**src/rtl/divn_down_counter.sv**
```systemverilog
module divn_down_counter #(
  parameter int WIDTH  = 4,
  parameter bit DECADE = 1'b1
) (
  input  logic             clk,
  input  logic             rst_n,
  input  logic             cnt_clk_i,
  input  logic             hold_i,
  input  logic             clear_i,
  input  logic             load_i,
  input  logic [WIDTH-1:0] preset_i,
  input  logic             chain_fb_i,
  output logic [WIDTH-1:0] count_o,
  output logic             zero_o
);
  localparam int NSIG = 4;
  localparam logic [WIDTH-1:0] WRAP = DECADE ? WIDTH'(9) : {WIDTH{1'b1}};

  logic [NSIG-1:0] meta_q, sync_q, prev_q;
  logic [WIDTH-1:0] cnt_q;

  always_ff @(posedge clk or negedge rst_n)
    if (!rst_n) begin
      meta_q <= '0;
      sync_q <= '0;
      prev_q <= '0;
    end else begin
      meta_q <= {load_i, clear_i, hold_i, cnt_clk_i};
      sync_q <= meta_q;
      prev_q <= sync_q;
    end

  wire ck_s  = sync_q[0];
  wire hd_s  = sync_q[1];
  wire clr_s = sync_q[2];
  wire ld_s  = sync_q[3];

  wire ck_rise = ck_s & ~prev_q[0];
  wire hd_fall = ~hd_s & prev_q[1];
  wire step    = (ck_rise & ~hd_s) | (hd_fall & ck_s);

  always_ff @(posedge clk or negedge rst_n)
    if (!rst_n)                cnt_q <= '0;
    else if (clr_s)            cnt_q <= '0;
    else if (ld_s)             cnt_q <= preset_i;
    else if (step)             cnt_q <= (cnt_q == '0) ? WRAP : cnt_q - 1'b1;

  assign count_o = cnt_q;
  assign zero_o  = ~clr_s & chain_fb_i & (cnt_q == '0);

  a_r6_clear_forces_zero: assert property (@(posedge clk) disable iff (!rst_n)
    clr_s |=> (cnt_q == '0));

  a_r5_load_takes_preset: assert property (@(posedge clk) disable iff (!rst_n)
    (ld_s && !clr_s) |=> (cnt_q == $past(preset_i)));

  a_r3_hold_blocks: assert property (@(posedge clk) disable iff (!rst_n)
    (hd_s && !clr_s && !ld_s) |=> $stable(cnt_q));

  a_r2_down_only: assert property (@(posedge clk) disable iff (!rst_n)
    (!clr_s && !ld_s) |=> (cnt_q == $past(cnt_q) || cnt_q == $past(cnt_q) - 1'b1
                           || ($past(cnt_q) == '0 && cnt_q == WRAP)));

  a_r7_zero_needs_count0: assert property (@(posedge clk) disable iff (!rst_n)
    zero_o |-> (count_o == '0 && chain_fb_i));
endmodule

```
**config.mk**
```make
export PLATFORM = sky130hd
export DESIGN_NAME = divn_down_counter
export DESIGN_NICKNAME = d
export VERILOG_FILES = /design/src/rtl/divn_down_counter.sv
export SDC_FILE = /design/constraint.sdc
export NUM_CORES = 1
export LEC_CHECK = 0
export BUFFER_PORTS_ARGS = -buffer_cell sky130_fd_sc_hd__buf_2
export CAP_MARGIN = 20
export CORE_MARGIN = 3
export CORE_UTILIZATION = 25
export DETAILED_ROUTE_END_ITERATION = 8
export SLEW_MARGIN = 20
export SYNTH_ARGS = -nofsm -noshare
export SYNTH_HDL_FRONTEND = slang
export SYNTH_SLANG_ARGS = --single-unit
```
**constraint.sdc**
```tcl
create_clock -name clk -period 1.85 [get_ports clk]
set_input_delay 0.2775 -clock clk [delete_from_list [all_inputs] [get_ports clk]]
set_output_delay 0.2775 -clock clk [all_outputs]
set_load 0.005 [all_outputs]
```
==> run_results.csv, run 1 <==
group,metric,value,unit
sta,hold_viol,0,
detailed_routing,ant_nets,0,
status,outcome,"finished clean",
power_and_ir_drop,power.density,881,nW/um^2
logic_synthesis,synth.most_common_cell,"dfrtp_1",
logic_synthesis,netlist_instances,42,
logic_synthesis,ys_warn_count,0,
die,core,2000,sq um
detailed_routing,num_vias,387,
global_route,antenna_found_initial,0,
sta,tightest_slew,495,ps
placed_design,detailed_place_hpwl,732,um
logic_synthesis,synth_xor_area_frac,0,
final_layout,multi_input_area,184,sq um
setup_path,setup.worst_path.start,"count_o[0]$_DFFE_PN0P_",
die,die_width,52.4,um
final_layout,area_delta_synth_final,29.9,%
placed_design,port_buffers,15,
sta,maxSlewHeadroom,0.669,
global_route,grt_first_pass_wirelength,1.70,mm
detailed_routing,avgViaCountPerCell,4.40,
logic_synthesis,ys.flop_type,"dfrtp_1",
logic_synthesis,async_flop_share,1.00,
setup_path,r2r_cells,3,
hold_path,min_from,"hold_i",
detailed_routing,totalWireLength,951,um
sta,min_period_over_period,0.962,
logic_synthesis,synth_nets,53,
logic_synthesis,avgSynthCellArea,12.8,sq um
setup_path,rrSetupSlack,140,ps
final_layout,antenna_cells,0,
detailed_routing,dr.pass1.iters,2,
global_route,grt_max_degree,15,
logic_synthesis,synth-simple-area-share,0.183,
logic_synthesis,synth_area_leaders,"dfrtp_1 65%, a311oi_1 3.2%, nor2_1 2.8%, nor2b_1 2.3%, a2111o_1 2.1%",
logic_synthesis,syn_area,539,sq um
cts,cts_tree,"yes",
setup_path,critPathMaxFanout,7,
sta,rsz0062_at_grt,"false",
final_layout,final_core_util,0.350,
sta,period_needed,1780,ps
sta,fin_skew,8.70,ps
logic_synthesis,post-synth-top-area-cell,"dfrtp_1",
setup_path,critPathKind,"register to primary output",
placed_design,gp_congestion,0.708,
detailed_routing,drc,0,
detailed_routing,dr.first_iter.drc_count,5,
cts,htreeDepth,1,
job,maxCapViolations,0,
sta,finalSetupViolCount,0,
logic_synthesis,synth-compound-area-share,0.146,
global_route,grt_pass1_vias,383,
die,dieHeight,52.4,um
sta,fmax,562,MHz
setup_path,timing.rr.start,"count_o[0]$_DFFE_PN0P_",
final_layout,drive_gt1_frac,0.393,
logic_synthesis,synth_seq_area_share,0.650,
die,io_pins,16,
sta,setup_tns,0,ps
cts,cts_num_sinks,14,
sta,drv_slew,0,
setup_path,cp.arrival,1500,ps
logic_synthesis,synth_common_cells,"14 x dfrtp_1, 4 x nor2_1, 2 x a311oi_1, 2 x clkbuf_1, 2 x nor2b_1",
cts,cts_buffers,3,
setup_path,start_kind,"register",
logic_synthesis,synth-adder-area-share,0,
die,rows,16,
final_layout,n_fill_cell,212,
hold_path,hold_class,"primary input to register",
detailed_routing,avgRoutedWirePerCell,10.8,um
hold_path,hold_depth,1,
power_and_ir_drop,peakVddDrop,0.544,mV
cts,clock_latency,280,ps
cts,cts_root_buffer,"clkbuf_4",
cts,clk_path_buf_depth,2,
logic_synthesis,synth_top_area_share,0.650,
logic_synthesis,synthMuxAreaShare,0,
logic_synthesis,synth_top_family_by_area,"simple AND/OR/NAND/NOR gates",
final_layout,fin_nets,73,
die,initial_core_util,0.269,
setup_path,critPathRequiredTime,1570,ps
global_route,overflow,0,
global_route,globalRouteTotalUtil,0.0866,
logic_synthesis,synth-edff-count,0,
logic_synthesis,ys_types,23,
power_and_ir_drop,leakage,0.325,nW
logic_synthesis,synth-seq-cells,14,
cts,cts.reportedPaths.clkPinSlew,90,ps
final_layout,regArea,350,sq um
die,die_area,2750,sq um
setup_path,end_kind,"primary output",
-- flip-flops by register name, summed over array words and instances (netlist names) --
name and flops:
count_o 4, meta_q 4, prev_q 2, sync_q 4
-- layout by cell type (no fill, tap or decap) --
| master | count |
|---|---|
| a311oi_1 | 2 |
| o311a_1 | 1 |
| a2111o_1 | 1 |
| clkbuf_4 | 3 |
| inv_1 | 1 |
| dfrtp_1 | 14 |
| or3_1 | 1 |
| or2_2 | 1 |
| o21bai_1 | 1 |
| buf_4 | 1 |
| or4_1 | 1 |
| or3_4 | 1 |
| nor2b_1 | 2 |
| a32o_1 | 1 |
| nor3_1 | 1 |
| nor4b_2 | 1 |
| and2_1 | 1 |
| buf_2 | 15 |
| clkbuf_8 | 1 |
| a311o_1 | 1 |
| or2_1 | 1 |
| o31ai_1 | 1 |
| nor2_1 | 4 |
| nand2b_1 | 1 |
| and2_2 | 1 |
| o21ai_0 | 1 |
| dlygate4sd3_1 | 1 |
-- what timing repair did --
item	CTS	global route
setup buffers	1	0
setup endpoints to repair	1	1
gates resized for setup	0	1
endpoints found under the hold margin	14	0
hold buffers	1	0
-- cells by family (layout without fill, tap and decap cells) --
kind of cell           count (synthesis)  in the layout
AOI/OAI and AO/OA                      9              9
buffers and inverters                  3             22
DFF                                   14             14
and+or+nand+nor                       16             16
-- area by class of cell --
type / count / share of cell area
well taps: 27 / 0.0482
multi-input cells: 25 / 0.262
flip-flops and latches: 14 / 0.500
clock buffers: 4 / 0.0518
repair buffers: 17 / 0.132
inverters: 1 / 0.00536
-- worst max-delay path, cell delays in order (launching register included) --
cell and delay (ps):
dfrtp_1 440, or3_4 400, nor4b_2 240, buf_2 140
-- worst paths after layout --
path	endpoint
setup / recovery	zero_o
min in group asynchronous	count_o[1]$_DFFE_PN0P_
hold / removal	meta_q[1]$_DFF_PN0_
setup reg to reg	count_o[3]$_DFFE_PN0P_
max in group asynchronous	sync_q[1]$_DFF_PN0_
hold reg to reg	sync_q[3]$_DFF_PN0_
-- power breakdown --
group          internal (W)  leakage (nW)  switching, W
sequential         0.000323         0.169     0.0000120
clock              0.000120        0.0210     0.0000961
combinational     0.0000356         0.135     0.0000308
-- stage by stage --
stage          worst slack (ps)  hold slack (ps)  std cells  power [W]  area (sq um)
6_report                   71.2              108         88   0.000617           701
5_1_grt                    10.1             81.2         88   0.000652           701
4_1_cts                    6.28             92.4         88   0.000629           694
3_5_place_dp                133              191         82   0.000404           641
3_3_place_gp                201              183         82   0.000402           641
2_1_floorplan               209            -18.1         42   0.000373           539
-- layer usage --
metal,wire length (um),GRT usage
met5,0,0
met4,0,0.0128
met3,81,0.0541
met2,408,0.120
met1,461,0.115
No activity file was read; power rests on OpenSTA's default activity.
==> inputs of run 2 (changes only) <==
- CORE_AREA: unset -> 3 3 40 42
- CORE_MARGIN: 3 -> unset
- CORE_UTILIZATION: 25 -> unset
- DIE_AREA: unset -> 0 0 43 45
- PLACE_DENSITY: unset -> 0.65
- SKIP_CTS_REPAIR_TIMING: unset -> 1
==> run 2 against run 1 <==
Effect of this change: via count grew 0.78%; clock power is 5% lower; critical path depth stayed put; clock-buffer cell count is the same; non-clock buffer count up 2; global-route usage increased by 2.4 points; sequential power hardly changed.
==> run_results.csv, run 2 (same netlist as run 1, synthesis figures left out) <==
group,metric,value,unit
sta,tightest_slew,471,ps
die,die_area,1940,sq um
final_layout,most-common-layout-cells,"15 x buf_2, 13 x dfrtp_1, 4 x nor2_1",
final_layout,n_fill_cell,124,
cts,clock_latency,270,ps
final_layout,multi_input_area,184,sq um
power_and_ir_drop,peakVddDrop,0.648,mV
detailed_routing,totalWireLength,909,um
final_layout,final_common_cell,"buf_2",
placed_design,placed_area,633,sq um
hold_path,hold_depth,1,
cts,htreeDepth,1,
setup_path,setup.worst_path.start,"count_o[0]$_DFFE_PN0P_",
sta,hold_viol,0,
die,io_pins,16,
setup_path,end_kind,"primary output",
cts,cts_root_buffer,"clkbuf_4",
power_and_ir_drop,cellInternalPower,0.000482,W
sta,finalSetupViolCount,0,
power_and_ir_drop,comb_power_share,0.119,
placed_design,dp_cells,71,
final_layout,antenna_cells,0,
final_layout,final_cells,78,
detailed_routing,ant_nets,0,
global_route,overflow,0,
die,rows,13,
setup_path,r2r_cells,3,
final_layout,area_delta_synth_final,30.2,%
final_layout,fin_nets,75,
power_and_ir_drop,power_frac_seq,0.544,
setup_path,rrSetupSlack,130,ps
power_and_ir_drop,leakage,0.334,nW
placed_design,gp_congestion,0.717,
sta,period_needed,1750,ps
die,initial_core_util,0.420,
detailed_routing,avgRoutedWirePerCell,11.7,um
sta,fin_skew,3.13,ps
detailed_routing,avgViaCountPerCell,5.00,
power_and_ir_drop,p_sw_frac,0.213,
global_route,grt_pass1_vias,350,
sta,drv_slew,0,
die,core,1280,sq um
global_route,grt_first_pass_wirelength,1.52,mm
placed_design,port_buffers,15,
sta,holdWs,114,ps
job,maxCapViolations,0,
power_and_ir_drop,switchingPower,0.000131,W
hold_path,hold_class,"primary input to register",
setup_path,cp.arrival,1470,ps
hold_path,min_from,"load_i",
setup_path,critPathMaxFanout,5,
cts,cts_buffers,3,
sta,fmax,571,MHz
global_route,grt_max_degree,15,
status,outcome,"finished clean",
sta,maxSlewHeadroom,0.685,
cts,cts.reportedPaths.clkPinSlew,80,ps
setup_path,timing.rr.start,"count_o[0]$_DFFE_PN0P_",
power_and_ir_drop,p_clk_frac,0.336,
setup_path,start_kind,"register",
final_layout,drive_gt1_frac,0.429,
final_layout,regArea,352,sq um
final_layout,finalInstanceArea,702,sq um
setup_path,critPathKind,"register to primary output",
setup_path,critPathRequiredTime,1570,ps
die,dieHeight,45,um
sta,min_period_over_period,0.947,
cts,cts_tree,"yes",
detailed_routing,num_vias,390,
detailed_routing,drc,0,
detailed_routing,dr.pass1.iters,4,
global_route,globalRouteTotalUtil,0.110,
power_and_ir_drop,power,0.000613,W
detailed_routing,dr.first_iter.drc_count,3,
cts,cts_num_sinks,14,
global_route,antenna_found_initial,0,
die,die_width,43,um
power_and_ir_drop,power.density,873,nW/um^2
cts,clk_path_buf_depth,2,
run 2: final timing paths:
path	to
setup / recovery	zero_o
hold / removal	meta_q[3]$_DFF_PN0_
setup reg to reg	count_o[3]$_DFFE_PN0P_
hold reg to reg	sync_q[1]$_DFF_PN0_
max in group asynchronous	count_o[0]$_DFFE_PN0P_
min in group asynchronous	sync_q[1]$_DFF_PN0_
run 2: layer usage:
layer | global-route usage | wire [um] | vias up
met5 | 0 | 0 | -
met4 | 0.0361 | 0 | 0
met1 | 0.130 | 391 | 180
met2 | 0.168 | 426 | 17
li1 | - | - | 193
met3 | 0.0677 | 91 | 0
run 2: area by class of cell:
type                       instances  area share
sequential                        14       0.501
multi-input combinational         25       0.262
timing repair buffer              19       0.153
clock buffer                       4      0.0517
tap                               15      0.0267
inverter                           1     0.00535
run 2: worst max-delay path: stages (launching register included):
cell,delay [ps]
dfrtp_2,430
or3_4,390
nor4b_2,240
buf_2,140
run 2: per-stage QoR:
stage	setup WS, ps	utilization	setup TNS [ps]
final	97.9	0.546	0
after CTS	0.880	0.521	0
after floorplan	209	-	0
after detailed placement	99.0	0.493	0
after global placement	185	0.493	0
after global routing	-1.61	0.546	-1.61
run 2: power by group through the flow:
stage | Sequential [W] | Combinational [W] | Clock [W]
floorplan | 0.000340 | 0.0000336 | 0
global placement | 0.000339 | 0.0000646 | 0
detailed placement | 0.000341 | 0.0000646 | 0
CTS | 0.000335 | 0.0000648 | 0.000216
global route | 0.000337 | 0.0000822 | 0.000240
finish | 0.000334 | 0.0000731 | 0.000206
